[src/rtl/bus_seq_pkg.sv]
package bus_seq_pkg;

    typedef enum logic [1:0] {
        S_IDLE   = 2'd0,
        S_STROBE = 2'd1,
        S_CMD    = 2'd2,
        S_FINISH = 2'd3
    } seq_state_t;

    localparam logic [1:0] WIDTH_8  = 2'b00;
    localparam logic [1:0] WIDTH_16 = 2'b01;
    localparam logic [1:0] WIDTH_32 = 2'b10;

endpackage

[src/rtl/bus_width_capture.sv]
module bus_width_capture
    import bus_seq_pkg::*;
(
    input  logic       clk,
    input  logic       rst_n,
    input  logic       capture,
    input  logic       w32_n,
    input  logic       w16_n,
    output logic [1:0] width_code
);

    logic [1:0] code_next;

    always_comb begin
        if (!w32_n)
            code_next = WIDTH_32;
        else if (!w16_n)
            code_next = WIDTH_16;
        else
            code_next = WIDTH_8;
    end

    always_ff @(posedge clk or negedge rst_n) begin
        if (!rst_n)
            width_code <= WIDTH_8;
        else if (capture)
            width_code <= code_next;
    end

    // code only moves on a capture edge
    assert_width_held_R4: assert property (@(posedge clk) disable iff (!rst_n)
        !capture |=> $stable(width_code));

endmodule

[src/rtl/bus_ready_sampler.sv]
module bus_ready_sampler (
    input  logic clk,
    input  logic rst_n,
    input  logic sample_en,
    input  logic ready_n,
    output logic ready_seen
);

    // falling-edge sample of the slave ready line
    always_ff @(negedge clk or negedge rst_n) begin
        if (!rst_n)
            ready_seen <= 1'b0;
        else
            ready_seen <= sample_en & ~ready_n;
    end

endmodule

[src/rtl/bus_burst_tracker.sv]
module bus_burst_tracker #(
    parameter int CNT_W = 4
) (
    input  logic             clk,
    input  logic             rst_n,
    input  logic             load,
    input  logic             offer,
    input  logic [CNT_W-1:0] count,
    input  logic             xfer_done,
    output logic             last_xfer,
    output logic             burst_n,
    output logic             burst_oe
);

    localparam logic [CNT_W-1:0] ONE = CNT_W'(1);
    localparam logic [CNT_W-1:0] TWO = CNT_W'(2);

    logic [CNT_W-1:0] remaining;
    logic             active;
    logic             burst_q;
    logic             oe_q;
    logic             accept;

    assign accept    = offer && (count >= TWO);
    assign last_xfer = (remaining <= ONE);

    always_ff @(posedge clk or negedge rst_n) begin
        if (!rst_n) begin
            remaining <= ONE;
            active    <= 1'b0;
        end else if (load) begin
            remaining <= accept ? count : ONE;
            active    <= accept;
        end else if (xfer_done && !last_xfer) begin
            remaining <= remaining - ONE;
            if (remaining == TWO)
                active <= 1'b0;
        end
    end

    // the request line follows the tracker on the falling edge
    always_ff @(negedge clk or negedge rst_n) begin
        if (!rst_n) begin
            burst_q <= 1'b0;
            oe_q    <= 1'b0;
        end else begin
            burst_q <= active;
            oe_q    <= 1'b1;
        end
    end

    assign burst_n  = ~burst_q;
    assign burst_oe = oe_q;

    // a burst is never left running into its final transfer
    assert_burst_drops_R7: assert property (@(posedge clk) disable iff (!rst_n)
        (xfer_done && remaining == TWO) |=> !active);

endmodule

[src/rtl/bus_master_seq.sv]
module bus_master_seq
    import bus_seq_pkg::*;
#(
    parameter int CNT_W = 4
) (
    input  logic             clk,
    input  logic             rst_n,
    input  logic             req,
    input  logic [CNT_W-1:0] xfer_count,
    output logic             done,
    output logic [1:0]       width_code,
    output logic             bus_strobe_n,
    output logic             bus_cmd_n,
    output logic             burst_n,
    output logic             burst_oe,
    input  logic             slave_ready_n,
    input  logic             slave_w32_n,
    input  logic             slave_w16_n,
    input  logic             slave_burst_n
);

    seq_state_t state, state_next;
    logic       ready_seen;
    logic       last_xfer;
    logic       xfer_done;
    logic       in_strobe;
    logic       in_cmd;

    assign in_strobe = (state == S_STROBE);
    assign in_cmd    = (state == S_CMD);
    assign xfer_done = in_cmd && ready_seen;

    // state register
    always_ff @(posedge clk or negedge rst_n) begin
        if (!rst_n)
            state <= S_IDLE;
        else
            state <= state_next;
    end

    // transitions
    always_comb begin
        state_next = state;
        unique case (state)
            S_IDLE:   if (req) state_next = S_STROBE;
            S_STROBE: state_next = S_CMD;
            S_CMD:    if (xfer_done && last_xfer) state_next = S_FINISH;
            S_FINISH: state_next = S_IDLE;
            default:  state_next = S_IDLE;
        endcase
    end

    // outputs
    always_comb begin
        bus_strobe_n = 1'b1;
        bus_cmd_n    = 1'b1;
        done         = 1'b0;
        unique case (state)
            S_IDLE:   ;
            S_STROBE: bus_strobe_n = 1'b0;
            S_CMD:    bus_cmd_n    = 1'b0;
            S_FINISH: done         = 1'b1;
            default:  ;
        endcase
    end

    bus_width_capture u_width (
        .clk        (clk),
        .rst_n      (rst_n),
        .capture    (in_strobe),
        .w32_n      (slave_w32_n),
        .w16_n      (slave_w16_n),
        .width_code (width_code)
    );

    bus_ready_sampler u_ready (
        .clk        (clk),
        .rst_n      (rst_n),
        .sample_en  (in_cmd),
        .ready_n    (slave_ready_n),
        .ready_seen (ready_seen)
    );

    bus_burst_tracker #(.CNT_W(CNT_W)) u_burst (
        .clk       (clk),
        .rst_n     (rst_n),
        .load      (in_strobe),
        .offer     (~slave_burst_n),
        .count     (xfer_count),
        .xfer_done (xfer_done),
        .last_xfer (last_xfer),
        .burst_n   (burst_n),
        .burst_oe  (burst_oe)
    );

    assert_strobe_single_R2: assert property (@(posedge clk) disable iff (!rst_n)
        $fell(bus_strobe_n) |=> $rose(bus_strobe_n));

    assert_cmd_on_release_R3: assert property (@(posedge clk) disable iff (!rst_n)
        $rose(bus_strobe_n) |-> !bus_cmd_n);

    assert_done_pulse_R8: assert property (@(posedge clk) disable iff (!rst_n)
        done |=> !done);

    assert_done_after_cmd_R8: assert property (@(posedge clk) disable iff (!rst_n)
        done |-> (bus_cmd_n && $past(!bus_cmd_n)));

    assert_no_burst_at_done_R7: assert property (@(posedge clk) disable iff (!rst_n)
        done |-> burst_n);

endmodule

[config.mk]
export PLATFORM = sky130hd
export DESIGN_NAME = bus_master_seq
export DESIGN_NICKNAME = d
export VERILOG_FILES = /design/src/rtl/bus_seq_pkg.sv /design/src/rtl/bus_width_capture.sv /design/src/rtl/bus_ready_sampler.sv /design/src/rtl/bus_burst_tracker.sv /design/src/rtl/bus_master_seq.sv
export SDC_FILE = /design/constraint.sdc
export NUM_CORES = 1
export LEC_CHECK = 0
export BUFFER_PORTS_ARGS = -buffer_cell sky130_fd_sc_hd__buf_2
export CORE_MARGIN = 5
export CORE_UTILIZATION = 48
export CTS_BUF_LIST = sky130_fd_sc_hd__clkbuf_16
export DETAILED_ROUTE_END_ITERATION = 8
export PLACE_DENSITY_LB_ADDON = 0.25
export SYNTH_ARGS = -nofsm -noshare
export SYNTH_HDL_FRONTEND = slang
export SYNTH_SLANG_ARGS = --single-unit
[constraint.sdc]
create_clock -name clk -period 2.4 [get_ports clk]
set_clock_uncertainty 0.05 [all_clocks]
set_input_delay 0.12 -clock clk [delete_from_list [all_inputs] [get_ports clk]]
set_output_delay 0.12 -clock clk [all_outputs]
set_load 0.02 [all_outputs]
==> metrics, run 1 <==
Reg clk slew, reported paths 0.04 ns; critical path class register to register; Starting Density 0.516; row cnt 13; MaxCap Viol Count 0; leakage about 0.00044 uW; clock root cell clkbuf_16; Die ar. between 2000 and 2500 sq um; synth warn 0; diode count 0; worst-path cell chain o311a_4 -> mux2_4 -> o21ai_2; Final Hold Vio Count 0; Final Setup Violations 2; fin. max-slew vios 0; Die H 47.6 um; number of CTS-inserted buffers 3; vias in the first global route ~590; Post-DRT Antenna Nets 0; total grt overflow 0; total clock sinks 12; class of the worst hold path primary input to register; worst setup path endpoint u_burst.remaining[1]$_DFFE_PN0P_; Non-Filler Instances between 100 and 150; Peak VDD IR 932 uV; IO buf count 17; 1st-iter DRT viols 12; WL final about 1400 um; hpwl dp 1020 um; Layout Nets 109; Post-Syn Area 679 sq um; RSZ-0062 raised after global routing yes; CP Launch Point u_ready.ready_seen$_DFF_NN0_; GRT Resource Usage Total 0.165; Max stage delay on crit path 0.43 ns; share of cells above drive strength 1 0.337; Avg Cell Area, Syn 10.3 sq um; initial antenna violation count 0; worst path arrival time 2.54 ns; total negative slack -0.0503 ns; worst setup margin -0.0267 ns; Crit. End Element register; final hold slack roughly 0.036 ns; status finished with violations; reg2reg setup slack -0.03 ns; CP max stage cell dfrtn_1; most common cell after layout, fill and taps aside buf_2; drt via density between 5 and 6; Mapped Nets 85; largest net degree at the start of global routing 13; chip width around 48 um; CTS tree built; worst-case reg-to-reg path depth 3; Seq/Total Area, Yosys 0.444; post-synthesis cell count 66; RR Startpoint u_ready.ready_seen$_DFF_NN0_; Pwr Density ~1300 nW/um^2; gp weighted congestion between 0.6 and 0.7; H-tree levels 1; total core area ~1300 sq um; failing checks setup timing; r2r endpoint u_burst.remaining[1]$_DFFE_PN0P_; area grow syn2layout 31.9%; synthesized flop and latch total 12; io pins 18; Placed Cells 98; Crit Path Max Fanout 6; CP Launch Type register; first-pass detailed-route iteration total 4; commonest cells after routing, fill and taps aside 17 x buf_2, 8 x inv_1, 8 x ha_1, 8 x dfrtp_1; first-pass GRT wire length between 2000 and 3000 um; worst skew pair latency roughly 0.27 ns; Clock Path Buffers 2; Fill cells 96; WP data required around 2.5 ns; Distinct cells, synth 26; drt drc 0; via count approximately 550; average wire per standard cell around 14 um
[how the worst min path moves through the flow]
| stage | from | endpoint | cells past startpoint |
|---|---|---|---|
| floorplan | rst_n | state[0]$_DFFE_PN0P_ | 0 |
| global placement | rst_n | u_burst.remaining[1]$_DFFE_PN0P_ | 1 |
| detailed placement | rst_n | u_burst.remaining[1]$_DFFE_PN0P_ | 1 |
| CTS | slave_w32_n | u_width.width_code[1]$_DFFE_PN0P_ | 2 |
| global route | slave_w32_n | u_width.width_code[1]$_DFFE_PN0P_ | 2 |
| finish | slave_w32_n | u_width.width_code[1]$_DFFE_PN0P_ | 2 |
[timing repair]
item,CTS,global route
resized for setup,3,0
pin swaps,1,1
setup buffers,1,0
hold endpoints to repair,9,0
setup endpoints to repair,3,5
hold buffers,1,0
[through the flow]
step,area (sq um),total power [uW],worst slack (ns),utilization
after CTS,896,1200,-0.0277,0.680
final,896,1210,-0.0267,0.680
after global routing,896,1300,-0.0730,0.680
after global placement,786,852,-0.0187,0.596
after detailed placement,786,864,-0.0372,0.596
after floorplan,679,718,0.0107,-
[cells by family after synthesis]
family	share of synthesized area
DFF	0.444
other	0.00552
buffers and inverters	0.0516
adders and majority gates	0.147
AOI/OAI and AO/OA	0.149
muxes	0.0387
and+or+nand+nor	0.164
[flip-flops by register name, indices dropped and copies added (netlist names)]
register            cells
state                   2
u_burst.active          1
u_burst.burst_oe        1
u_burst.burst_q         1
u_burst.remaining       4
u_ready.ready_seen      1
u_width.width_code      2
[cell usage after synthesis (all sizes together)]
library cell / count / area share
nand2: 5 / 0.028
o211ai: 1 / 0.011
a21bo: 1 / 0.015
conb: 1 / 0.0055
nor3b: 1 / 0.011
nand4: 1 / 0.0092
dfstp: 1 / 0.039
o31ai: 1 / 0.011
dfrtn: 3 / 0.11
nor2: 5 / 0.028
nand3b: 3 / 0.033
o32a: 1 / 0.015
inv: 8 / 0.044
a21oi: 3 / 0.022
o311a: 1 / 0.031
buf: 1 / 0.0074
dfrtp: 8 / 0.29
ha: 8 / 0.15
o21ai: 4 / 0.035
nor2b: 3 / 0.028
nand3: 2 / 0.015
nor4b: 1 / 0.013
o22ai: 1 / 0.0092
mux2: 2 / 0.039
[worst max-delay path, delay by kind of cell, from the launching register on]
family | cells | cell delay (ns)
compound gates | 2 | 0.33
flops | 1 | 0.43
mux | 1 | 0.31
[final cells by class]
class | instances | area [sq um] | share of cell area
Clock inverter | 1 | 3.75 | 0.00419
Inverter | 8 | 30.0 | 0.0335
Clock buffer | 3 | 75.1 | 0.0838
Multi-Input combinational cell | 45 | 357 | 0.398
Tap cell | 15 | 18.8 | 0.0209
Timing Repair Buffer | 20 | 110 | 0.123
Sequential cell | 12 | 302 | 0.337
[where the power goes]
group / switching, uW / total [uW] / leakage [uW] / internal (uW)
logic: 298 / 532 / 0.000256 / 234
clock network: 81.2 / 300 / 0.0000385 / 219
registers: 79.3 / 375 / 0.000149 / 296
[per-layer routing]
layer  vias up  global-route usage  share of wire  routed length [um]
li1        269                   -              -                   -
met1       260               0.206           0.48                 687
met2        18               0.259           0.44                 636
met3         4              0.0526          0.056                  81
met4         0              0.0806          0.021                  30
met5         -                   0              0                   0
No activity file was read; power rests on OpenSTA's default activity.
==> run 2: changes to the inputs <==
--- a/config.mk
+++ b/config.mk
@@ -11,6 +11,7 @@
 export CTS_BUF_LIST = sky130_fd_sc_hd__clkbuf_16
 export DETAILED_ROUTE_END_ITERATION = 8
 export PLACE_DENSITY_LB_ADDON = 0.25
+export SETUP_SLACK_MARGIN = 0.1
 export SYNTH_ARGS = -nofsm -noshare
 export SYNTH_HDL_FRONTEND = slang
 export SYNTH_SLANG_ARGS = --single-unit
==> metrics, run 2 (same netlist as run 1, synthesis figures left out) <==
Peak VDD IR 669 uV (-28%); Power Internal 749 uW (+0.14%); Reg clk slew, reported paths 0.04 ns (about the same); Layout Nets 109 (unchanged); Pwr Density 1330 nW/um^2 (-1.3%); status finished with violations; critical path class register to register; failing checks setup timing; GRT Resource Usage Total 0.144 (-0.0213); sequential power share 0.307 (-0.004); total core area 1320 sq um (unchanged); diode count 0 (unchanged); CP Launch Type register; gp weighted congestion 0.781 (+17%); commonest cells after routing, fill and taps aside 17 x buf_2, 8 x ha_1, 8 x dfrtp_1, 7 x inv_1; Starting Density 0.516 (unchanged); Clock Path Buffers 2 (unchanged); drt via density 5.12 (-3.4%); worst skew pair latency 0.27 ns (about the same); Overall Power 1200 uW (-0.71%); first-pass GRT wire length 2230 um (-12%); worst setup margin -0.0412 ns (-0.0145 ns); drt drc 0 (unchanged); number of CTS-inserted buffers 3 (unchanged); Largest regs u_burst.remaining (4), state (2), u_width.width_code (2); IO buf count 17 (unchanged); worst path arrival time 2.56 ns (+0.02 ns); total clock sinks 12 (unchanged); CTS tree built; Final Setup Violations 2 (unchanged); largest net degree at the start of global routing 13 (unchanged); total grt overflow 0 (unchanged); max reg flops 4 (unchanged); area grow syn2layout 32.6%; WP data required 2.52 ns (about the same); Die H 47.6 um (unchanged); switching power 449 uW (-2.1%); Comb pwr share 0.440 (about the same); row cnt 13 (unchanged); clock root cell clkbuf_16; Clock power frac 0.253 (+0.004); class of the worst hold path primary input to register; Reg with most FFs u_burst.remaining; first-pass detailed-route iteration total 4 (unchanged); final hold slack 0.0397 ns (+0.00413 ns); Final Util 0.684 (+0.00380); Fill cells 93 (-3.1%); io pins 18 (unchanged); Crit Path Max Fanout 6 (unchanged); average wire per standard cell 12.5 um (-9.3%); WL final 1300 um (-9.3%); sw frac 0.375 (-0.00526); H-tree levels 1 (unchanged); fin. max-slew vios 0 (unchanged); chip width 47.6 um (unchanged); hpwl dp 1010 um (-1.4%); initial antenna violation count 0 (unchanged); share of cells above drive strength 1 0.360 (+0.0225); 1st-iter DRT viols 7 (-5); vias in the first global route 520 (-12%); most common cell after layout, fill and taps aside buf_2; MaxCap Viol Count 0 (unchanged); RSZ-0062 raised after global routing yes; Post-DRT Antenna Nets 0 (unchanged); Final Hold Vio Count 0 (unchanged); Crit. End Element register; via count 532 (-3.4%); Die ar. 2270 sq um (unchanged); leakage 0.000443 uW (about the same)
[run 2: cell types whose count changed in the layout (fill, tap and decap cells not counted)]
cell     delta
nor3b_1     -1
inv_1       -1
inv_2       +1
nor3b_2     +1
[run 2: final timing paths]
kind	start	endpoint	slack, ns	cells past startpoint
min in group asynchronous	rst_n	state[1]$_DFFE_PN0P_	0.23	2
max reg2reg	u_ready.ready_seen$_DFF_NN0_	u_burst.remaining[1]$_DFFE_PN0P_	-0.04	3
min reg2reg	u_width.width_code[1]$_DFFE_PN0P_	u_width.width_code[1]$_DFFE_PN0P_	0.43	2
min	slave_w32_n	u_width.width_code[1]$_DFFE_PN0P_	0.04	2
max	u_ready.ready_seen$_DFF_NN0_	u_burst.remaining[1]$_DFFE_PN0P_	-0.04	3
max in group asynchronous	rst_n	u_burst.burst_oe$_DFF_NN0_	0.77	2
[run 2: through the flow]
stage | instances | worst slack [ns] | cell area (sq um) | TNS, ns
2_1_floorplan | 66 | 0.0461 | 689 | 0
3_3_place_gp | 98 | 0.0255 | 796 | 0
3_5_place_dp | 98 | -0.000399 | 796 | -0.000399
4_1_cts | 103 | -0.0384 | 893 | -0.0733
5_1_grt | 104 | -0.0616 | 901 | -0.143
6_report | 104 | -0.0412 | 901 | -0.0699
[run 2: cell type report]
type                            count  area, sq um  area share
Multi-Input combinational cell     45          362       0.401
Sequential cell                    12          302       0.335
Timing Repair Buffer               20          110       0.122
Clock buffer                        3         75.1      0.0833
Inverter                            8         30.0      0.0333
Tap cell                           15         18.8      0.0208
Clock inverter                      1         3.75     0.00417
[run 2: per-layer routing]
metal | wire [um] | part of all wire | global-route usage
met5 | 0 | 0 | 0
met4 | 0 | 0 | 0.0484
met3 | 84 | 0.065 | 0.0752
met2 | 616 | 0.47 | 0.214
met1 | 602 | 0.46 | 0.181
[run 2: power groups by stage]
stage                     Clock [uW]  Sequential, uW  Combinational, uW
after global placement             0             365                495
final                            304             368                527
after CTS                        308             367                526
after detailed placement           0             368                507
after floorplan                    0             376                357
after global routing             319             384                584
[run 2: what timing repair did]
item	4_1_cts	5_1_grt
hold buffers	1	0
setup buffers	0	1
gates resized for setup	2	0
pin swaps	2	3
endpoints found under the setup margin	5	6
hold endpoints to repair	9	0
[run 2: worst max-delay path, stage by stage (launching register included)]
cell     delay [ns]
dfrtn_1        0.44
o311a_4        0.24
mux2_4         0.31
o21ai_2        0.10
==> run 3: changes to the inputs <==
--- a/config.mk
+++ b/config.mk
@@ -14,4 +14,5 @@
 export SETUP_SLACK_MARGIN = 0.1
 export SYNTH_ARGS = -nofsm -noshare
 export SYNTH_HDL_FRONTEND = slang
+export SYNTH_HIERARCHICAL = 1
 export SYNTH_SLANG_ARGS = --single-unit
==> metrics, run 3 <==
Slew @ Worst Pin 0.547 ns; Mapped Nets 88 (+3.5%); failing checks setup timing; Final Util 0.726 (+0.0419); Post-DRT Antenna Nets 0 (unchanged); 1st-iter DRT viols 15 (+8); switching power 515 uW (+15%); H-tree levels 1 (unchanged); Post-synth EDFFs 0 (unchanged); share of cells above drive strength 1 0.432 (+0.0720); max reg flops 4 (unchanged); CTS tree built; first-pass detailed-route iteration total 6 (+2); clock root cell clkbuf_16; IO buf count 17 (unchanged); critical path class register to register; Overall Power 1330 uW (+11%); chip width 48.4 um (+1.7%); CP Launch Type register; total clock sinks 12 (unchanged); vias in the first global route 575 (+11%); final hold slack 0.0231 ns (-0.0167 ns); first-pass GRT wire length 2460 um (+11%); largest net degree at the start of global routing 16 (+3); reg2reg setup slack -0.1 ns (-0.06 ns); Power Internal 810 uW (+8.1%); Clock power frac 0.233 (-0.020); Final Setup Violations 4 (+2); worst skew pair latency 0.27 ns (about the same); Largest regs u_burst/remaining (4), state (2), u_width/width_code (2); drt via density 5.26 (+2.9%); fin. max-slew vios 0 (unchanged); most common cell in the synthesized netlist inv_1; GRT Resource Usage Total 0.132 (-0.0123); Clock Path Buffers 2 (unchanged); WP data required 2.51 ns (about the same); row cnt 13 (unchanged); Crit. End Element register; share of the synthesized area in the top cell type 0.282 (-0.0125); diode count 0 (unchanged); Post-Syn Area 709 sq um (+4.4%); total grt overflow 0 (unchanged); Yosys top cell by area dfrtp_1; Distinct cells, synth 29 (+12%); Placed Cells 102 (+4.1%); class of the worst hold path primary input to register; Starting Density 0.525 (+0.00982); Pwr Density 1350 nW/um^2 (+1.7%); via count 579 (+8.8%); Non-Filler Instances 110 (+5.8%); drt drc 0 (unchanged); post-synthesis cell count 69 (+4.5%); sequential power share 0.283 (-0.024); Primary FF master, synth dfrtp_1; number of CTS-inserted buffers 3 (unchanged); Layout Nets 115 (+5.5%); total core area 1350 sq um (+2.5%); commonest cells after routing, fill and taps aside 17 x buf_2, 11 x inv_1, 8 x ha_1, 8 x dfrtp_1; FFs w/ async S/R, synth 1.00 (unchanged); average wire per standard cell 13.9 um (+11%); MaxCap Viol Count 0 (unchanged); Crit Path Max Fanout 3 (-3); worst path arrival time 2.61 ns (+0.05 ns); status finished with violations; synthesized flop and latch total 12 (unchanged); most instantiated cells after synthesis 11 x inv_1, 8 x dfrtp_1, 8 x ha_1, 5 x nand3_1, 4 x nor2_1; Final Hold Vio Count 0 (unchanged); RSZ-0062 raised after global routing yes; WL final 1530 um (+18%); hpwl dp 1060 um (+4.5%); area grow syn2layout 38.1%; leakage 0.000488 uW (+10%); Die ar. 2350 sq um (+3.5%); Seq/Total Area, Yosys 0.425 (-0.0188); Comb pwr share 0.484 (+0.044); Reg with most FFs u_burst/remaining; synth warn 6 (+6); initial antenna violation count 0 (unchanged); Reg clk slew, reported paths 0.04 ns (about the same); ranking of synthesized cells by area dfrtp_1 28%, ha_1 14%, dfrtn_1 11%; Avg Cell Area, Syn 10.3 sq um (-0.12%); Peak VDD IR 947 uV (+42%); most common cell after layout, fill and taps aside buf_2; Fill cells 102 (+9.7%); io pins 18 (unchanged); Die H 48.4 um (+1.7%); slew margin rel. 0.631; worst setup margin -0.0965 ns (-0.0553 ns); sw frac 0.389 (+0.0140); gp weighted congestion 0.797 (+2.0%)
==> run 3: power by group through the flow <==
| stage | registers (uW) | clock network (uW) | logic (uW) |
|---|---|---|---|
| after global placement | 361 | 0 | 547 |
| after CTS | 371 | 311 | 612 |
| final | 375 | 308 | 642 |
| after floorplan | 373 | 0 | 407 |
| after detailed placement | 366 | 0 | 565 |
| after global routing | 390 | 328 | 707 |
==> run 3: stage by stage <==
stage                     setup slack (ns)  setup TNS [ns]  area, sq um
after floorplan                   -0.00399        -0.00399          712
after global placement           0.0000724               0          827
after detailed placement           -0.0685         -0.0685          827
after CTS                          -0.0807          -0.122          963
after global routing                -0.173          -0.426          980
final                              -0.0965          -0.187          980
==> run 3: path summary, 6_finish.rpt <==
path	end	start	depth (start not counted)
setup / recovery	u_burst/remaining[3]$_DFFE_PN0P_	u_ready/ready_seen$_DFF_NN0_	5
hold / removal	u_width/width_code[1]$_DFFE_PN0P_	slave_w32_n	2
setup reg to reg	u_burst/remaining[3]$_DFFE_PN0P_	u_ready/ready_seen$_DFF_NN0_	5
hold reg to reg	u_width/width_code[1]$_DFFE_PN0P_	u_width/width_code[1]$_DFFE_PN0P_	2
max in group asynchronous	u_ready/ready_seen$_DFF_NN0_	rst_n	2
min in group asynchronous	u_width/width_code[0]$_DFFE_PN0P_	rst_n	2
==> run 3: logic make-up (layout without fill, tap and decap cells) <==
family / after synthesis / in the layout / synth area share
flip-flops: 12 / 12 / 0.425
AND/OR/NAND/NOR: 20 / 20 / 0.182
XOR/XNOR: 1 / 1 / 0.0123
adder cells (fa/ha/maj): 8 / 8 / 0.141
multiplexers: 2 / 2 / 0.0353
buffers and inverters: 12 / 38 / 0.0635
AO/OA/AOI/OAI: 13 / 13 / 0.136
other: 1 / 1 / 0.00529
==> run 3: timing repair <==
| item | in CTS | in global routing |
|---|---|---|
| hold buffers | 1 | 0 |
| pin swaps | 3 | 1 |
| buffers inserted | 3 | 1 |
| endpoints found under the setup margin | 5 | 6 |
| gates resized for setup | 7 | 4 |
| endpoints found under the hold margin | 9 | 0 |
==> run 3: worst max-delay path, cell delays in order, from the launching register on <==
cell and delay [ns]:
dfrtn_1 0.40, and2_4 0.15, nor4b_4 0.20, o31ai_2 0.11, xor2_1 0.15, o21ai_1 0.13
==> run 3: cell type report <==
class | instances | area (sq um) | share of cell area
inverters | 11 | 41.3 | 0.0421
clock buffers | 3 | 75.1 | 0.0766
flip-flops and latches | 12 | 302 | 0.308
multi-input cells | 45 | 403 | 0.411
clock inverters | 1 | 3.75 | 0.00383
repair buffers | 23 | 136 | 0.139
well taps | 15 | 18.8 | 0.0192
==> run 3: per-layer routing <==
layer,wire (um),vias up,track usage
met2,825,11,0.230
met1,624,282,0.145
met3,68,2,0.0489
met5,0,-,0
li1,-,284,-
met4,14,0,0.0415
